<file path="src/rtl/pgrd_pkg.sv">
// Shared constants and types for the page read scan register.
// Assumes a 4-bit instruction register; opcode 0x7 selects the block.
package pgrd_pkg;
    localparam int IR_W = 4;
    localparam logic [IR_W-1:0] PGRD_OPCODE = 4'h7;

    // Per-cycle control strobes produced by the sequencer.
    typedef struct packed {
        logic clr;    // clear position and address at this edge
        logic step;   // a counted shift edge
        logic fetch;  // this step reloads the shift register
    } pgrd_ctl_t;
endpackage

</file>
<file path="src/rtl/pgrd_seq.sv">
// Bit-position sequencer: tracks the position inside the current byte and
// turns selection, capture and shift decodes into clear/step/fetch strobes.
// Assumes capture and shift decodes are never high together.
module pgrd_seq
    import pgrd_pkg::*;
#(
    parameter int BYTE_W = 8,
    localparam int BIT_W = $clog2(BYTE_W)
) (
    input  logic      tck,
    input  logic      rst_n,
    input  logic      sel,
    input  logic      capture_dr,
    input  logic      shift_dr,
    output pgrd_ctl_t ctl
);
    localparam logic [BIT_W-1:0] LAST_BIT = BIT_W'(BYTE_W - 1);

    logic [BIT_W-1:0] bit_pos;
    logic             sel_q;

    // Decode strobes; a clear masks the shift on the same edge.
    always_comb begin
        ctl.clr   = sel && (capture_dr || !sel_q);
        ctl.step  = sel && shift_dr && !ctl.clr;
        ctl.fetch = ctl.step && (bit_pos == LAST_BIT);
    end

    // Track previous selection and the bit position within a byte.
    always_ff @(posedge tck) begin
        if (!rst_n) begin
            sel_q   <= 1'b0;
            bit_pos <= '0;
        end else begin
            sel_q <= sel;
            if (ctl.clr) begin
                bit_pos <= '0;
            end else if (ctl.step) begin
                bit_pos <= (bit_pos == LAST_BIT) ? '0 : bit_pos + 1'b1;
            end
        end
    end
endmodule

</file>
<file path="src/rtl/pgrd_addr.sv">
// Page byte address counter: cleared by the sequencer, advanced on fetch,
// wrapping after the last byte of the page.
module pgrd_addr #(
    parameter int PAGE_BYTES = 128,
    localparam int ADDR_W = $clog2(PAGE_BYTES)
) (
    input  logic              tck,
    input  logic              rst_n,
    input  logic              clr,
    input  logic              fetch,
    output logic [ADDR_W-1:0] addr
);
    localparam logic [ADDR_W-1:0] LAST_ADDR = ADDR_W'(PAGE_BYTES - 1);

    // Clear, hold or advance the byte address.
    always_ff @(posedge tck) begin
        if (!rst_n) begin
            addr <= '0;
        end else if (clr) begin
            addr <= '0;
        end else if (fetch) begin
            addr <= (addr == LAST_ADDR) ? '0 : addr + 1'b1;
        end
    end
endmodule

</file>
<file path="src/rtl/pgrd_shifter.sv">
// Byte-wide shift register: parallel load from the page buffer on fetch,
// otherwise shifts toward bit 0. The fill bit enters at the top and is
// always overwritten by the next load before it reaches bit 0 of page data.
module pgrd_shifter #(
    parameter int BYTE_W = 8
) (
    input  logic              tck,
    input  logic              rst_n,
    input  logic              step,
    input  logic              fetch,
    input  logic              fill,
    input  logic [BYTE_W-1:0] load_data,
    output logic              ser_out
);
    logic [BYTE_W-1:0] sreg;

    // Load on fetch, shift right on any other counted step.
    always_ff @(posedge tck) begin
        if (!rst_n) begin
            sreg <= '0;
        end else if (fetch) begin
            sreg <= load_data;
        end else if (step) begin
            sreg <= {fill, sreg[BYTE_W-1:1]};
        end
    end

    assign ser_out = sreg[0];
endmodule

</file>
<file path="src/rtl/pgrd_scan_reg.sv">
// Top of the page read scan register. Presents a chain of one page plus one
// byte of padding using a single byte of storage, fetching page bytes from
// an asynchronous-read page buffer during shifting.
// Assumes rd_data is valid for rd_addr within the same cycle.
module pgrd_scan_reg
    import pgrd_pkg::*;
#(
    parameter int PAGE_BYTES = 128,
    parameter int BYTE_W = 8,
    localparam int ADDR_W = $clog2(PAGE_BYTES)
) (
    input  logic              tck,
    input  logic              rst_n,
    input  logic [IR_W-1:0]   ir_code,
    input  logic              capture_dr,
    input  logic              shift_dr,
    input  logic              tdi,
    input  logic [BYTE_W-1:0] rd_data,
    output logic [ADDR_W-1:0] rd_addr,
    output logic              rd_en,
    output logic              tdo
);
    logic      sel;
    logic      ser_bit;
    pgrd_ctl_t ctl;

    // Instruction decode for this register.
    assign sel = (ir_code == PGRD_OPCODE);

    pgrd_seq #(.BYTE_W(BYTE_W)) u_seq (
        .tck        (tck),
        .rst_n      (rst_n),
        .sel        (sel),
        .capture_dr (capture_dr),
        .shift_dr   (shift_dr),
        .ctl        (ctl)
    );

    pgrd_addr #(.PAGE_BYTES(PAGE_BYTES)) u_addr (
        .tck   (tck),
        .rst_n (rst_n),
        .clr   (ctl.clr),
        .fetch (ctl.fetch),
        .addr  (rd_addr)
    );

    pgrd_shifter #(.BYTE_W(BYTE_W)) u_shift (
        .tck       (tck),
        .rst_n     (rst_n),
        .step      (ctl.step),
        .fetch     (ctl.fetch),
        .fill      (tdi),
        .load_data (rd_data),
        .ser_out   (ser_bit)
    );

    // Output strobe and gated serial output.
    assign rd_en = ctl.fetch;
    assign tdo   = sel && ser_bit;
endmodule

</file>
<file path="config.mk">
export PLATFORM = sky130hd
export DESIGN_NAME = pgrd_scan_reg
export DESIGN_NICKNAME = d
export VERILOG_FILES = /design/src/rtl/pgrd_pkg.sv /design/src/rtl/pgrd_seq.sv /design/src/rtl/pgrd_addr.sv /design/src/rtl/pgrd_shifter.sv /design/src/rtl/pgrd_scan_reg.sv
export SDC_FILE = /design/constraint.sdc
export NUM_CORES = 1
export LEC_CHECK = 0
export ABC_AREA = 1
export CAP_MARGIN = 20
export CORE_MARGIN = 1
export CORE_UTILIZATION = 47
export CTS_CLUSTER_SIZE = 12
export DETAILED_ROUTE_END_ITERATION = 8
export GPL_ROUTABILITY_DRIVEN = 0
export PLACE_DENSITY = 0.82
export SLEW_MARGIN = 20
export SYNTH_ARGS = -nofsm -noshare
export SYNTH_HDL_FRONTEND = slang
export SYNTH_SLANG_ARGS = --single-unit
</file>
<file path="constraint.sdc">
create_clock -name tck -period 1.8 [get_ports tck]
set_input_delay 0.27 -clock tck [delete_from_list [all_inputs] [get_ports tck]]
set_output_delay 0.27 -clock tck [all_outputs]
set_load 0.02 [all_outputs]
</file>
=== After elaboration in Yosys (flattened, before gate mapping) ===
Index checks and enable logic that the tools add are counted.

* Flip-flop bits (word level): 19
* Latch bits: 0
* RAM bits: 0
* ROM bits: 0
* Input port bits: 17
* Output and inout port bits: 9
* Word-level logic and storage cells: 24
* Memories: 0

* Add/sub/neg operators: 2
* Multiply operators: 0
* Divide/modulo/power cells: 0
* $lt $le $gt $ge: 0
* Equality and inequality tests: 3
* Shift-type cells: 0
* Muxes and demuxes: 4
* Bitwise gates (word level): 1
* Reduce and logical (&&, ||, !) cells: 10

{| class="wikitable"
|+ Operators with widths
! kind !! count
|-
| two-way mux 8 bit || 2
|-
| adder 7 x 1 -> 7 bit (second input constant) || 1
|-
| == test 7 bit (second input constant) || 1
|-
| two-way mux 7 bit || 1
|-
| logical AND 1 bit || 5
|-
| == test 4 x 3 -> 1 bit (second input constant) || 1
|-
| adder 3 x 1 -> 3 bit (second input constant) || 1
|-
| == test 3 bit (second input constant) || 1
|-
| two-way mux 3 bit || 1
|-
| logical NOT 1 bit || 2
|-
| nonzero test 2 bit || 1
|-
| OR reduction 2 bit || 1
|-
| logical OR 1 bit || 1
|-
| inverter 1 bit || 1
|}

=== Depth between registers and ports, before layout ===
* Word-level depth: 7
* Gate-level depth with buffers: 9
* Gate-level depth less buffers: 9

=== By module ===
From an unflattened synthesis, not the netlist that was laid out.

* Cells, all modules: 160
* Area total of the unflattened synthesis: 1,053.5 um2

{| class="wikitable"
|+ Modules (own cells, without submodules)
! module !! times used !! cells an instance !! area each (um2) !! seq. area each (um2)
|-
| pgrd_shifter || 1 || 66 || 419.2 || 160.2
|-
| pgrd_addr || 1 || 50 || 364.1 || 140.1
|-
| pgrd_seq || 1 || 38 || 241.5 || 80.1
|-
| pgrd_scan_reg || 1 || 6 || 28.8 || 0.0
|}

=== Worst setup path after synthesis ===
No wires, ideal clock.

* Kind: reg2reg
* Start: register u_addr.addr[0]
* End: register u_addr.addr[6]
* Setup time: 114 ps
* Arrival time: 1,215 ps
* Data required time: 1,686 ps
* Path slack: 471 ps
* Cell stages (with the launch flop): 7
* Buffers on the path: 0
* Clock period less this slack: 1,329 ps
* Cell sequence: dfxtp_1 > ha_1 > nand3_1 > nor2_1 > nand4_1 > nand2_1 > nor2_1

* Cells in the longest elaborated chain, start to end: 2
* Elaborated cells on any way between the ends: 3
* Those cells by class: 1 x add/sub; 1 x eq/ne; 1 x mux

{| class="wikitable"
|+ RTL lines
! item !! line !! source
|-
| start: declaration || pgrd_addr.sv:11 || <nowiki>output logic [ADDR_W-1:0] addr</nowiki>
|-
| start signal: assignment || pgrd_addr.sv:22 || <nowiki>addr <= (addr == LAST_ADDR) ? '0 : addr + 1'b1;</nowiki>
|-
| adder 7 x 1 -> 7 bit / == test 7 bit (equally long branches) || pgrd_addr.sv:22 ||
|-
| two-way mux 7 bit * || pgrd_addr.sv:22 ||
|}

Every way passes the cells marked *; elsewhere a longest branch is shown, timed or not.
A chain may end at the register's enable or synchronous reset.

=== Final worst setup path ===
* Start: input port ir_code[0]
* End: output port rd_en

* Cells in the longest elaborated chain, start to end: 5
* Elaborated cells on any way between the ends: 6
* Those cells by class: 1 x eq/ne; 5 x reduce/logical

{| class="wikitable"
|+ RTL lines
! item !! line !! source
|-
| start: declaration || pgrd_scan_reg.sv:14 || <nowiki>input logic [IR_W-1:0] ir_code,</nowiki>
|-
| == test 4 x 3 -> 1 bit * || pgrd_scan_reg.sv:28 || <nowiki>assign sel = (ir_code == PGRD_OPCODE);</nowiki>
|-
| logical AND 1 bit || pgrd_seq.sv:24 || <nowiki>ctl.clr = sel && (capture_dr || !sel_q);</nowiki>
|-
| logical NOT 1 bit || pgrd_seq.sv:25 || <nowiki>ctl.step = sel && shift_dr && !ctl.clr;</nowiki>
|-
| logical AND 1 bit * || pgrd_seq.sv:25 ||
|-
| logical AND 1 bit * || pgrd_seq.sv:26 || <nowiki>ctl.fetch = ctl.step && (bit_pos == LAST_BIT);</nowiki>
|-
| end: declaration || pgrd_scan_reg.sv:20 || <nowiki>output logic rd_en,</nowiki>
|}

Marked as above.

==> impl_metrics.env <==
export IMPL_hold_depth=2
export IMPL_cts_clk_slew_worst_paths_ns=0.10
export IMPL_regToRegEndpoint="u_addr.addr[1]"
export IMPL_min_to="u_shift.sreg[3]"
export IMPL_crit_path_end_kind="output port"
export IMPL_drt_iter0_drc=11
export IMPL_postCtsSetupRepairBufs=0
export IMPL_synth_edf_count=0
export IMPL_wl_per_cell_um=9.90
export IMPL_wirelength_um=1970
export IMPL_clkLatencyLatePin_ns=0.29
export IMPL_yosysTopAreaCell="dfxtp_1"
export IMPL_design_area_um2=1320
export IMPL_layout_nets=193
export IMPL_crit_path_max_incr_delay_ns=0.48
export IMPL_critPathArrivalTime_ns=1.41
export IMPL_p_leak_nw=0.559
export IMPL_max_freq_ghz=0.596
export IMPL_syn_area_per_cell_um2=7.19
export IMPL_maxCapViolations=0
export IMPL_drv_slew=0
export IMPL_r2r_start="u_seq.bit_pos[0]"
export IMPL_numCtsBuffers=3
export IMPL_cts_root_buf="clkbuf_4"
export IMPL_rsz0062_at_grt="no"
export IMPL_port_buffers=25
export IMPL_p_total_w=0.000696
export IMPL_synthCells=140
export IMPL_utilization_pct=66.8
export IMPL_antenna_found_initial=0
export IMPL_dpl_cell_area_um2=1310
export IMPL_overflow=0
export IMPL_r2r_slack_ns=0.26
export IMPL_p_per_area_nw_per_um2=526
export IMPL_antenna_cells=0
export IMPL_synth_area_leaders="dfxtp_1, nand2_1, o21ai_0"
export IMPL_grt_pass1_wl_um=3000
export IMPL_seq_area_frac_synth_pct=37.8
export IMPL_grt_max_degree=23
export IMPL_row_count=16
export IMPL_cts_sinks=19
export IMPL_fin_crit_sh_pct=93.2
export IMPL_hold_violations=0
export IMPL_hold_ws_ns=0.451
export IMPL_async_reset_ff_share_pct=0
export IMPL_die_h_um=48.3
export IMPL_cp_common_cell="nor2_4"
export IMPL_grt_total_usage_pct=18.3
export IMPL_coreArea_um2=1980
export IMPL_critical_path_class="primary input to output port"
export IMPL_cp_cell_sequence="clkdlybuf4s50_1, inv_1, nor2_2, nand2_2, nor2_4, inv_2, nor2_4, buf_2"
export IMPL_synth_cell_type_count=23
export IMPL_clk_path_buf_depth=2
export IMPL_post_route_min_period_ns=1.68
export IMPL_finalClockSkew_ns=0.00172
export IMPL_synth_nets=160
export IMPL_die_area_um2=2330
export IMPL_startpoint_type="primary input"
export IMPL_area_growth_pct=31.4
export IMPL_antenna_left=0
export IMPL_min_delay_start="u_shift.sreg[3]"
export IMPL_required_ns=1.53
export IMPL_h_tree_depth=1
export IMPL_drive_gt1_share_pct=14.0
export IMPL_critPathSlowestCell="clkdlybuf4s50_1"
export IMPL_tightest_slew_ns=0.234
export IMPL_worstPathMaxFanout=4
export IMPL_hpwl_um=1490
export IMPL_die_w_um=48.3
export IMPL_hold_path_class="flop to flop"
export IMPL_slew_headroom_pct=84.4
export IMPL_status="finished, final reports clean"
export IMPL_synth_ff_type="dfxtp_1"
export IMPL_final_cell_count_no_fill=199
export IMPL_cts_tree="built"
export IMPL_dp_cells=195
export IMPL_ir_drop_v=0.000499
export IMPL_synth_top_area_share_pct=37.8
export IMPL_setup_viol=0
export IMPL_ff2ff_path_depth=7
export IMPL_dr_pass1_iters=4
export IMPL_io_pins=26
export IMPL_grt_pass1_vias=739
export IMPL_synth_area_um2=1010
export IMPL_yosys_warnings=0
export IMPL_dr_total_vias=945
export IMPL_viasPerCell=4.75
export IMPL_synth_seq_cells=19
export IMPL_start_util_pct=50.8
export IMPL_drc=0
-- flip-flops by register name (all words and copies together) (netlist names) --
signal,flops
u_seq.sel_q,1
u_shift.sreg,8
u_addr.addr,7
u_seq.bit_pos,3
-- where the power goes --
group	internal [W]	total, W	switching (W)
logic	0.0000415	0.0000646	0.0000231
registers	0.000421	0.000421	0.000000229
clock network	0.0000862	0.000211	0.000125
-- cells in the mapped netlist, types with 2 or more instances --
library cell / number
nand2_1: 27
nor2_1: 12
o21ai_0: 16
dfxtp_1: 19
ha_1: 3
nand4_1: 4
buf_6: 3
nor2_2: 2
nand3_1: 6
buf_2: 2
a21oi_1: 12
inv_1: 21
a21oi_2: 2
nor2_4: 2
-- worst max-delay path by stage --
| stage | from | endpoint | slack, ns | cells after the start |
|---|---|---|---|---|
| 2_1_floorplan | u_addr.addr[0] | u_addr.addr[6] | 0.47 | 6 |
| 3_3_place_gp | ir_code[0] | rd_en | -0.29 | 8 |
| 3_5_place_dp | ir_code[0] | rd_en | -0.30 | 8 |
| 4_1_cts | ir_code[0] | tdo | 0.01 | 7 |
| 5_1_grt | u_seq.bit_pos[0] | rd_en | 0.01 | 5 |
| 6_report | ir_code[0] | rd_en | 0.12 | 8 |
-- metrics by stage --
step	TNS [ns]	setup WS (ns)
after floorplan	0	0.471
after global placement	-0.530	-0.292
after detailed placement	-0.560	-0.303
after CTS	0	0.0143
after global routing	0	0.0128
final	0	0.123
-- layout make-up --
class | count | area, um2
Multi-Input combinational cell | 94 | 500
Fill cell | 168 | 658
Tap cell | 27 | 33.8
Timing Repair Buffer | 33 | 300
Inverter | 22 | 82.6
Clock buffer | 4 | 26.3
Sequential cell | 19 | 380
-- metal layers --
layer	share of wire (%)	global-route usage, %
met4	1.1	6.67
met1	51	25.5
met5	0	0
met3	2.7	2.22
met2	45	29.1
-- logic make-up (layout without fill, tap and decap cells) --
family / Yosys count / in the layout / share of synthesized area [%]
buffers and inverters: 27 / 59 / 12.5
flip-flops: 19 / 19 / 37.8
AND/OR/NAND/NOR: 58 / 58 / 27.6
XOR/XNOR: 2 / 2 / 1.74
adder cells (fa/ha/maj): 3 / 3 / 3.73
AO/OA/AOI/OAI: 31 / 31 / 16.6
-- placed cells by master, fill, tap and decap left out, drive strengths merged --
cell type,n
buf,9
inv,22
nand4,5
o21ai,16
xnor2,1
dfxtp,19
o211a,1
clkdlybuf4s50,23
a21oi,14
and3,1
ha,3
xor2,1
clkbuf,5
nand3,6
nor3,2
nand2,28
nor2,16
-- worst max-delay path, delay by kind of cell --
family                 cells  cell delay (ns)
and+or+nand+nor            4             0.37
buffers and inverters      4             0.76
-- what timing repair did --
item / CTS / global route
gates cloned: 0 / 0
resized for setup: 4 / 3
hold buffers: 0 / 0
endpoints found under the setup margin: 2 / 2
Power figures use the tool's default switching activity.
